--- src/rtl/scfsm_pkg.sv ---
`timescale 1ns/1ps
package scfsm_pkg;

    localparam int CODE_W = 4;
    localparam int HALF_W = CODE_W / 2;
    localparam int NUM_ST = 4;
    localparam int NUM_ARC = 2 * NUM_ST;

    typedef logic [CODE_W-1:0] code_t;

    // Two-rail pair: hi is the one-rail, lo the zero-rail.
    typedef struct packed {
        logic hi;
        logic lo;
    } rail_t;

    localparam code_t ST_A = 4'b0011;
    localparam code_t ST_B = 4'b0101;
    localparam code_t ST_C = 4'b1010;
    localparam code_t ST_D = 4'b1001;
    localparam code_t RESET_CODE = ST_A;

    // State index k: 0=A 1=B 2=C 3=D
    localparam code_t STATE_CODE [NUM_ST] = '{ST_A, ST_B, ST_C, ST_D};

    // Arc 2k+0: state k with input 0; arc 2k+1: state k with input 1
    localparam code_t NEXT_CODE [NUM_ARC] =
        '{ST_C, ST_A, ST_D, ST_C, ST_B, ST_D, ST_C, ST_A};

    // Bit k set: state k drives output logic 1
    localparam logic [NUM_ST-1:0] OUT_HI_MASK = 4'b0011;

    // Monotonic threshold: at least k ones among the bits
    function automatic logic at_least(input code_t bits, input int k);
        return $countones(bits) >= k;
    endfunction

    // Two-rail combiner: valid only if both pairs are valid
    function automatic rail_t rail_merge(input rail_t a, input rail_t b);
        rail_t r;
        r.hi = (a.hi & b.hi) | (a.lo & b.lo);
        r.lo = (a.hi & b.lo) | (a.lo & b.hi);
        return r;
    endfunction

endpackage

--- src/rtl/scfsm_next_logic.sv ---
`timescale 1ns/1ps
module scfsm_next_logic
    import scfsm_pkg::*;
(
    input  code_t cur,
    input  rail_t xin,
    output code_t nxt,
    output rail_t zout
);

    logic [NUM_ST-1:0]  in_st;
    logic [NUM_ARC-1:0] fire;

    // Each state is recognised by the AND of its two set bits only.
    for (genvar k = 0; k < NUM_ST; k++) begin : g_dec
        assign in_st[k] = &(cur | ~STATE_CODE[k]);
        assign fire[2*k]   = in_st[k] & xin.lo;
        assign fire[2*k+1] = in_st[k] & xin.hi;
    end

    // Next state is an OR of fired arcs, masked by constant targets.
    always_comb begin
        nxt = '0;
        for (int i = 0; i < NUM_ARC; i++) begin
            nxt = nxt | ({CODE_W{fire[i]}} & NEXT_CODE[i]);
        end
    end

    assign zout.hi = |(in_st &  OUT_HI_MASK);
    assign zout.lo = |(in_st & ~OUT_HI_MASK);

endmodule

--- src/rtl/scfsm_code_check.sv ---
`timescale 1ns/1ps
module scfsm_code_check
    import scfsm_pkg::*;
(
    input  code_t st,
    input  rail_t xin,
    output rail_t status
);

    logic [HALF_W-1:0] upper, lower;
    logic [HALF_W:0]   even_t, odd_t;
    rail_t             st_pair;

    assign upper = st[CODE_W-1:HALF_W];
    assign lower = st[HALF_W-1:0];

    // m-of-2m checker: terms with i ones in upper, m-i in lower
    for (genvar i = 0; i <= HALF_W; i++) begin : g_term
        logic hit;
        assign hit = at_least({{(CODE_W-HALF_W){1'b0}}, upper}, i)
                   & at_least({{(CODE_W-HALF_W){1'b0}}, lower}, HALF_W - i);
        if ((i % 2) == 0) begin : g_even
            assign even_t[i] = hit;
            assign odd_t[i]  = 1'b0;
        end else begin : g_odd
            assign even_t[i] = 1'b0;
            assign odd_t[i]  = hit;
        end
    end

    assign st_pair.lo = |even_t;
    assign st_pair.hi = |odd_t;

    assign status = rail_merge(st_pair, xin);

endmodule

--- src/rtl/scfsm_coded_moore.sv ---
`timescale 1ns/1ps
module scfsm_coded_moore
    import scfsm_pkg::*;
(
    input  logic       clk,
    input  logic       rst,
    input  logic [1:0] x,
    output logic [1:0] z,
    output logic [1:0] err
);

    rail_t x_rail, z_rail, stat;
    code_t state_q, state_d;

    assign x_rail = x;

    scfsm_next_logic u_next (
        .cur  (state_q),
        .xin  (x_rail),
        .nxt  (state_d),
        .zout (z_rail)
    );

    scfsm_code_check u_check (
        .st     (state_q),
        .xin    (x_rail),
        .status (stat)
    );

    always_ff @(posedge clk) begin
        if (rst) state_q <= RESET_CODE;
        else     state_q <= state_d;
    end

    assign z   = z_rail;
    assign err = stat;

    assert_reset_load_R1: assert property (@(posedge clk)
        rst |=> (state_q == RESET_CODE));

    assert_codeword_step_R2: assert property (@(posedge clk) disable iff (rst)
        ($onehot(x) && $countones(state_q) == 2) |=> ($countones(state_q) == 2));

    assert_output_rails_R3: assert property (@(posedge clk) disable iff (rst)
        ($countones(state_q) == 2) |-> $onehot(z));

    assert_status_healthy_R4: assert property (@(posedge clk) disable iff (rst)
        ($onehot(x) && $countones(state_q) == 2) |-> $onehot(err));

    assert_bad_input_flag_R5: assert property (@(posedge clk) disable iff (rst)
        !$onehot(x) |-> !$onehot(err));

    assert_zero_sticks_R6: assert property (@(posedge clk) disable iff (rst)
        (state_q == '0) |=> (state_q == '0));

    assert_noncode_flag_R7: assert property (@(posedge clk) disable iff (rst)
        ($countones(state_q) != 2) |-> !$onehot(err));

endmodule

--- config.mk ---
export PLATFORM = sky130hd
export DESIGN_NAME = scfsm_coded_moore
export DESIGN_NICKNAME = d
export VERILOG_FILES = /design/src/rtl/scfsm_pkg.sv /design/src/rtl/scfsm_next_logic.sv /design/src/rtl/scfsm_code_check.sv /design/src/rtl/scfsm_coded_moore.sv
export SDC_FILE = /design/constraint.sdc
export NUM_CORES = 1
export LEC_CHECK = 0
export CAP_MARGIN = 10
export CORE_AREA = 2 2 39 41
export DETAILED_ROUTE_END_ITERATION = 7
export DIE_AREA = 0 0 41 43
export MAX_ROUTING_LAYER = met4
export PLACE_DENSITY = 0.49
export SLEW_MARGIN = 0
export SYNTH_ARGS = -nofsm -noshare
export SYNTH_HDL_FRONTEND = slang
export SYNTH_HIERARCHICAL = 1
export SYNTH_SLANG_ARGS = --single-unit
--- constraint.sdc ---
create_clock -name clk -period 1.4 [get_ports clk]
set_input_delay 0.14 -clock clk [delete_from_list [all_inputs] [get_ports clk]]
set_output_delay 0.14 -clock clk [all_outputs]
set_load 0.01 [all_outputs]
== Yosys cells after proc, flatten, opt, wreduce, memory -nomap -nowiden ==
Index checks and enable logic that the tools add are counted.

* Add/subtract/negate cells: 2
* Bitwise gates (word level): 24
* Reduce and logical (&&, ||, !) cells: 7
* $lt $le $gt $ge: 6

{| class="wikitable"
|+ Operators with widths
! kind !! number
|-
| $ge A32 B2 Y1 const B || 2
|-
| $ge A32 B3 Y1 const B || 2
|-
| $ge A32 B1 Y1 const B || 1
|-
| $or A4 B4 Y4 || 4
|-
| $and A1 B1 Y1 || 15
|-
| $or A4 B2 Y4 || 2
|-
| $reduce_and A2 Y1 || 4
|-
| $reduce_or A2 Y1 || 3
|-
| $add A1 B1 Y2 || 2
|-
| $or A4 B3 Y4 || 1
|-
| $ge A2 B1 Y1 const B || 1
|-
| $or A1 B1 Y1 || 2
|}

* Register bits after elaboration: 4
* Word-level logic and storage cells: 40

== Depth between registers and ports, before layout ==
Gate-level depths: netlist of the first run.

* Depth after elaboration: 9
* Gate-level depth with buffers: 4
* Depth with buffers taken out: 3

== Cells and area by module ==
The synthesis of the first run kept the hierarchy.

{| class="wikitable"
|+ By module, submodules not included
! module !! area each (um^2) !! cells an instance !! instances !! seq. area each (um^2)
|-
| scfsm_next_logic || 111.4 || 15 || 1 || 0.0
|-
| scfsm_coded_moore || 105.1 || 8 || 1 || 80.1
|-
| scfsm_code_check || 36.3 || 4 || 1 || 0.0
|}

== Least setup slack after synthesis of the first run ==
OpenSTA, ideal clock, no wires.

* Path type: flip-flop to flip-flop
* From: register state_q[0]
* To: register state_q[0]
* Clock period less this slack: 1.226 ns
* Arrival: 1.106 ns
* Slack: 0.174 ns
* Library setup time: 0.120 ns
* Cell stages (with the launch flop): 5
* Required time: 1.280 ns
* Cells stage by stage: dfxtp_1 buf_6 maj3_2 a22o_1 or2_1

* Longest elaborated chain between the ends: 9
* Elaborated cells on any way between the ends: 13
* Those cells by class: bitwise: 10; reduce/logical: 3

{| class="wikitable"
|+ Ends and longest elaborated chain
! item !! RTL line !! RTL
|-
| from (decl) || scfsm_coded_moore.sv:13 || <nowiki>code_t state_q, state_d;</nowiki>
|-
| from (signal assigned) || scfsm_coded_moore.sv:32 || <nowiki>else state_q <= state_d;</nowiki>
|-
| $reduce_and A2 Y1 || scfsm_next_logic.sv:16 || <nowiki>assign in_st[k] = &(cur | ~STATE_CODE[k]);</nowiki>
|-
| $and A1 B1 Y1 || scfsm_next_logic.sv:18 || <nowiki>assign fire[2*k+1] = in_st[k] & xin.hi;</nowiki>
|-
| $or A4 B2 Y4 || scfsm_next_logic.sv:25 || <nowiki>nxt = nxt | ({CODE_W{fire[i]}} & NEXT_CODE[i]);</nowiki>
|-
| $or A4 B4 Y4 (2 in series) || scfsm_next_logic.sv:25 ||
|-
| $or A4 B3 Y4 || scfsm_next_logic.sv:25 ||
|-
| $or A4 B4 Y4 (2 in series) || scfsm_next_logic.sv:25 ||
|-
| $or A4 B2 Y4 (*) || scfsm_next_logic.sv:25 ||
|-
| net state_d[0] || scfsm_coded_moore.sv:13 ||
|}

The timed path passes the listed nets; every way through them passes the cells marked *.
A chain may end at the register's enable or synchronous reset.

== Worst setup path in the final report of the first run ==
* From: register state_q[3]
* To: register state_q[0]

* Longest elaborated chain between the ends: 6
* Elaborated cells on any way between the ends: 9
* Those cells by class: bitwise: 7; reduce/logical: 2

{| class="wikitable"
|+ Ends and longest elaborated chain
! item !! RTL line !! RTL
|-
| $reduce_and A2 Y1 || scfsm_next_logic.sv:16 ||
|-
| $and A1 B1 Y1 || scfsm_next_logic.sv:17 || <nowiki>assign fire[2*k] = in_st[k] & xin.lo;</nowiki>
|-
| $or A4 B3 Y4 || scfsm_next_logic.sv:25 ||
|-
| $or A4 B4 Y4 (2 in series) || scfsm_next_logic.sv:25 ||
|-
| $or A4 B2 Y4 (*) || scfsm_next_logic.sv:25 ||
|-
| net state_d[0] || scfsm_coded_moore.sv:13 ||
|}

Marked as above.

==> metrics.md, run 1 <==
| Metric | Value |
|---|---|
| Final Setup Violations | `0` |
| Mapped Cells | `27` |
| Syn Nets | `31` |
| Die Wd | `41 um` |
| Cells after DPL | `56` |
| Reg-to-Reg Start | `state_q[3]` |
| Worst path bufs/invs | `1` |
| Clock-pin slew on the worst setup and hold paths | `0.04 ns` |
| R2R setup slack | `0.07 ns` |
| Full die area | `1763 um2` |
| Largest net degree at the start of global routing | `9` |
| Layout area overhead | `55.94%` |
| Tmin final | `1.334 ns` |
| Total Power | `405.8 uW` |
| Core ar. | `1384 um2` |
| Static leakage | `0.0001801 uW` |
| Syn_area_per_cell | `9.361 um2` |
| Synthesis warning total | `6` |
| Outcome | `complete, no violations` |
| GRT overflow | `0` |
| Row count | `14` |
| Fin Hold WS | `0.5068 ns` |
| Worst path required time | `1.52 ns` |
| Remaining antenna violation count after routing | `0` |
| Initial antenna violation count | `0` |
| Wire per inst | `10.73 um` |
| Share of layout cells above drive strength 1 | `34.88%` |
| Final Slew Violations | `0` |
| Post-CTS setup repair buffer count | `0` |
| Slowest CP cell | `dfxtp_1` |
| Number of global-route vias before repair | `245` |
| Max reg flops | `4` |
| CP delay by family, top | `flip-flops` |
| I/O pins | `8` |
| Register area | `80.08 um2` |
| Max-cap viol count | `0` |
| Critical Path Max Stage Delay | `0.32 ns` |
| Slew Limit Headroom | `87.98%` |
| H-tree levels | `1` |
| Hold violation count in the final report | `0` |
| Worst Max-Slew Pin Slew | `0.1795 ns` |
| Number of cells on the critical path | `4` |
| Pwr per Cell Area | `1030 nW/um2` |
| Nets | `49` |
| Min-Delay Path Class | `input port to flop` |
| #FFs+latches synth | `4` |
| IO buf count | `7` |
| First-pass GRT wire length | `1048 um` |
| Peak supply drop | `0.3424 mV` |
| Tot GR Track Use | `9.558%` |
| HPWL Detailed | `497.5 um` |
| Crit end category | `flop` |
| Biggest registers after layout | `state_q x4` |
| Crit start category | `flop` |
| Die height | `43 um` |
| Cell area after synthesis | `252.7 um2` |
| Distinct cells, synth | `17` |
| Worst skew pair latency | `0.23 ns` |
| Clock Skews | `0.002954 ns` |
| RR Endpoint | `state_q[0]` |
| Post-route DRC violation count | `0` |
| DRT iter0 DRCs | `4` |
| DRT Pass-1 Iters | `4` |
| Hold Path Sink | `state_q[3]` |
| Maximum clock frequency | `749.6 MHz` |
| Routed WL | `633 um` |
| CP Data Arrival Time | `1.45 ns` |
| Util after Layout | `28.48%` |
| FF-to-FF path depth | `4` |
| Sinks on Clock Net | `4` |
| Crit Path Category | `flop to flop` |
| Multi-input gate area | `157.7 um2` |
| TritonCTS buffer count | `3` |
| Worst-path maximum fanout | `6` |
| Sequential area share after synthesis | `31.68%` |
| Setup TNS Final | `0 ns` |
| Layout Cells excl Fill | `59` |
| Unrepaired setup endpoints after global routing | `no` |
| Final Cycle Share | `95.29%` |
| Gpl congestion | `0.6824` |
| Hold path depth | `2` |
| Biggest register | `state_q` |
| Via/cell ratio | `4.712` |
| Maximum clock path buffer count | `2` |
| Fill count | `161` |
| Cell chain of the critical path | `buf_4 -> maj3_2 -> a22o_1 -> or2_1` |
| Via count | `278` |
| Hold Crit Start | `rst` |
| Root Buffer Master | `clkbuf_4` |
| # diodes | `0` |
| Initial Util | `18.26%` |
| CTS tree | `built` |
cell families after synthesis:
kind of cell / Yosys count / share of synthesized area, %
AO/OA/AOI/OAI: 13 / 42.08
adder cells (fa/ha/maj): 1 / 4.455
buffers and inverters: 2 / 5.939
flip-flops: 4 / 31.68
AND/OR/NAND/NOR: 7 / 15.84
layout make-up:
type | instances | share of cell area (%)
multi-input cells | 21 | 40.00
repair buffers | 14 | 27.94
flip-flops and latches | 4 | 20.32
clock buffers | 3 | 5.714
well taps | 16 | 5.079
inverters | 1 | 0.9524
per-stage QoR:
| stage | instance area [um2] | worst slack, ns |
|---|---|---|
| after floorplan | 252.7 | 0.1737 |
| after global placement | 384.1 | -0.05216 |
| after detailed placement | 384.1 | -0.05881 |
| after CTS | 404.1 | 0.004289 |
| after global routing | 394.1 | 0.03837 |
| final | 394.1 | 0.06601 |
layout by cell type, fill, tap and decap left out:
| master | netlist | routed |
|---|---|---|
| dfxtp_1 | 4 | 4 |
| a22oi_1 | 1 | 1 |
| clkbuf_4 | 0 | 3 |
| buf_4 | 0 | 7 |
| clkdlybuf4s50_1 | 0 | 3 |
| nand3_1 | 1 | 1 |
| and3_1 | 1 | 1 |
| a22o_2 | 2 | 2 |
| nor2b_1 | 2 | 2 |
| a22o_1 | 3 | 3 |
| inv_1 | 1 | 1 |
| dlygate4sd2_1 | 0 | 2 |
| o22ai_1 | 1 | 1 |
| or2_1 | 2 | 2 |
| o22a_1 | 1 | 1 |
| a21boi_1 | 1 | 1 |
| o21a_1 | 2 | 2 |
| nand2_1 | 1 | 1 |
| clkbuf_2 | 0 | 2 |
| maj3_2 | 1 | 1 |
| o211ai_1 | 2 | 2 |
report_power, final:
part	total (uW)	switching, uW	internal (uW)
clock network	140	44.1	95.7
logic	133	56.0	77.3
registers	133	8.09	125
total	406	108	298
layer usage:
metal	wire length, um	global-route usage (%)
met1	267	10.90
met2	296	12.81
met3	44	1.571
met4	25	10.00
met5	0	-
synthesized netlist by cell type, drive strengths merged:
cell | number | area (um2)
o21a | 2 | 15.01
inv | 1 | 3.750
a21boi | 1 | 7.510
nand2 | 1 | 3.750
o22a | 1 | 8.760
nor2b | 2 | 12.51
a22oi | 1 | 7.510
nand3 | 1 | 5.000
dfxtp | 4 | 80.08
a22o | 5 | 46.30
o22ai | 1 | 6.260
buf | 1 | 11.26
o211ai | 2 | 15.01
maj3 | 1 | 11.26
and3 | 1 | 6.260
or2 | 2 | 12.51
worst reg2reg max path, cell delays in order, from the launching register on:
cell,delay (ns)
dfxtp_1,0.32
buf_4,0.16
maj3_2,0.30
a22o_1,0.24
or2_1,0.20
worst max path at each step:
stage                           from         end
after floorplan           state_q[0]  state_q[0]
after global placement          x[1]      err[1]
after detailed placement        x[1]      err[0]
after CTS                 state_q[3]      err[0]
after global routing      state_q[3]  state_q[0]
final                     state_q[3]  state_q[0]
repair_timing:
action / 4_1_cts / 5_1_grt
endpoints found under the setup margin: 4 / 2
gates resized for setup: 6 / 2
hold buffers: 0 / 0
Power figures use the tool's default switching activity.
==> run 2: changes to the inputs <==
- clock period: 1.4 -> 1.63 ns (I/O delays scaled with it)
==> metrics.md, run 2 (synthesis gave the netlist of run 1 again) <==
| Metric | Value |
|---|---|
| Share of layout cells above drive strength 1 | `26.83% (-8.1 points)` |
| Crit end category | `primary output` |
| Setup TNS Final | `0 ns (unchanged)` |
| Hold path depth | `2 (unchanged)` |
| Remaining antenna violation count after routing | `0 (unchanged)` |
| GRT overflow | `0 (unchanged)` |
| Full die area | `1763 um2 (unchanged)` |
| HPWL Detailed | `470.6 um (-5.4%)` |
| Placed inst area | `369.1 um2 (-3.9%)` |
| Largest net degree at the start of global routing | `7 (-2)` |
| Layout area overhead | `53.96%` |
| Outcome | `complete, no violations` |
| Pwr per Cell Area | `903.2 nW/um2 (-12%)` |
| Routed WL | `629 um (-0.63%)` |
| Crit Path Category | `flop to primary output` |
| Die height | `43 um (unchanged)` |
| Critical Path Max Stage Delay | `0.35 ns (+0.03 ns)` |
| Nets | `47 (-4.1%)` |
| IO buf count | `7 (unchanged)` |
| Biggest register | `state_q` |
| Maximum clock frequency | `665.0 MHz` |
| Tot GR Track Use | `9.138% (-0.42 points)` |
| Worst skew pair latency | `0.23 ns (about the same)` |
| Sinks on Clock Net | `4 (unchanged)` |
| I/O pins | `8 (unchanged)` |
| Max-cap viol count | `0 (unchanged)` |
| Worst path bufs/invs | `1 (unchanged)` |
| Die Wd | `41 um (unchanged)` |
| Worst path required time | `1.47 ns (-0.05 ns)` |
| Commonest non-fill, non-tap cells in the layout | `clkdlybuf4s50_1 (5), buf_4 (5), dfxtp_1 (4), clkbuf_4 (3), a22o_1 (3)` |
| DRT iter0 DRCs | `5 (+1)` |
| Tmin final | `1.504 ns` |
| Worst-path maximum fanout | `6 (unchanged)` |
| H-tree levels | `1 (unchanged)` |
| Unrepaired setup endpoints after global routing | `no` |
| Number of global-route vias before repair | `245 (unchanged)` |
| Final Setup Violations | `0 (unchanged)` |
| Clock-pin slew on the worst setup and hold paths | `0.04 ns (about the same)` |
| Via count | `261 (-6.1%)` |
| Final Slew Violations | `0 (unchanged)` |
| First-pass GRT wire length | `986 um (-5.9%)` |
| CTS tree | `built` |
| Root Buffer Master | `clkbuf_4` |
| Wire per inst | `11.04 um (+2.9%)` |
| Gpl congestion | `0.7310 (+7.1%)` |
| Maximum clock path buffer count | `2 (unchanged)` |
| Worst Max-Slew Pin Slew | `0.2107 ns (+0.03118 ns)` |
| Design area | `389.1 um2 (-1.3%)` |
| Initial Util | `18.26% (unchanged)` |
| Crit start category | `flop` |
| Core ar. | `1384 um2 (unchanged)` |
| R2R setup slack | `0.30 ns (+0.23 ns)` |
| Slew Limit Headroom | `85.93% (-2.0 points)` |
| Post-route DRC violation count | `0 (unchanged)` |
| Static leakage | `0.0001688 uW (-6.3%)` |
| Post-CTS setup repair buffer count | `0 (unchanged)` |
| FF-to-FF path depth | `4 (unchanged)` |
| Hold violation count in the final report | `0 (unchanged)` |
| Clock Skews | `0.001327 ns (-0.001627 ns)` |
| Cell chain of the critical path | `o22a_1 -> a22o_1 -> dlygate4sd2_1` |
| Peak supply drop | `0.3850 mV (+12%)` |
| # diodes | `0 (unchanged)` |
| Via/cell ratio | `4.579 (-2.8%)` |
| TritonCTS buffer count | `3 (unchanged)` |
| Biggest registers after layout | `state_q x4` |
| CP delay by family, top | `compound AO/OA/AOI/OAI gates` |
| Min-Delay Path Class | `input port to flop` |
| Initial antenna violation count | `0 (unchanged)` |
| Number of cells on the critical path | `3 (-1)` |
| CP Data Arrival Time | `1.34 ns (-0.11 ns)` |
| Final Cycle Share | `92.26%` |
| DRT Pass-1 Iters | `4 (unchanged)` |
| Row count | `14 (unchanged)` |
| Slowest CP cell | `dfxtp_1` |
| Max reg flops | `4 (unchanged)` |
[run 2: cell count changes in the layout (fill, tap and decap cells not counted)]
cell and change:
buf_4 -2, clkbuf_2 -2, clkdlybuf4s50_1 +2
[run 2: worst paths after layout]
| path | startpoint | endpoint |
|---|---|---|
| setup reg to reg | state_q[0] | state_q[0] |
| hold / removal | rst | state_q[2] |
| setup / recovery | state_q[2] | err[0] |
| hold reg to reg | state_q[2] | state_q[3] |
[run 2: routing by layer]
layer	vias up	track usage (%)	routed length (um)
li1	133	-	-
met1	119	8.946	266
met2	9	12.19	308
met3	0	6.806	54
met4	0	6.000	0
met5	-	-	0
[run 2: area by class of cell]
class | instances | area (um2)
fill | 160 | 994.7
multi-input combinational | 21 | 157.7
timing repair buffer | 12 | 105.1
sequential | 4 | 80.08
clock buffer | 3 | 22.52
tap | 16 | 20.02
inverter | 1 | 3.754
[run 2: report_power, final]
part / total [uW] / internal, uW / switching [uW]
logic: 112 / 68.6 / 43.8
registers: 117 / 107 / 10.4
clock network: 122 / 82.3 / 39.4
[run 2: timing repair]
item                       4_1_cts  5_1_grt
gates resized for setup          2        0
setup endpoints to repair        2        0
hold buffers                     0        0
[run 2: through the flow]
step	power, uW	worst slack, ns	instances	util [%]	hold WS, ns
6_report	351.5	0.1261	57	28.12	0.5334
5_1_grt	383.7	0.05428	57	28.12	0.5458
4_1_cts	358.7	0.1180	57	28.12	0.5264
3_5_place_dp	235.9	0.1179	54	26.67	0.7184
3_3_place_gp	234.7	0.1315	54	26.67	0.7186
2_1_floorplan	181.0	0.4037	27	-	0.2346
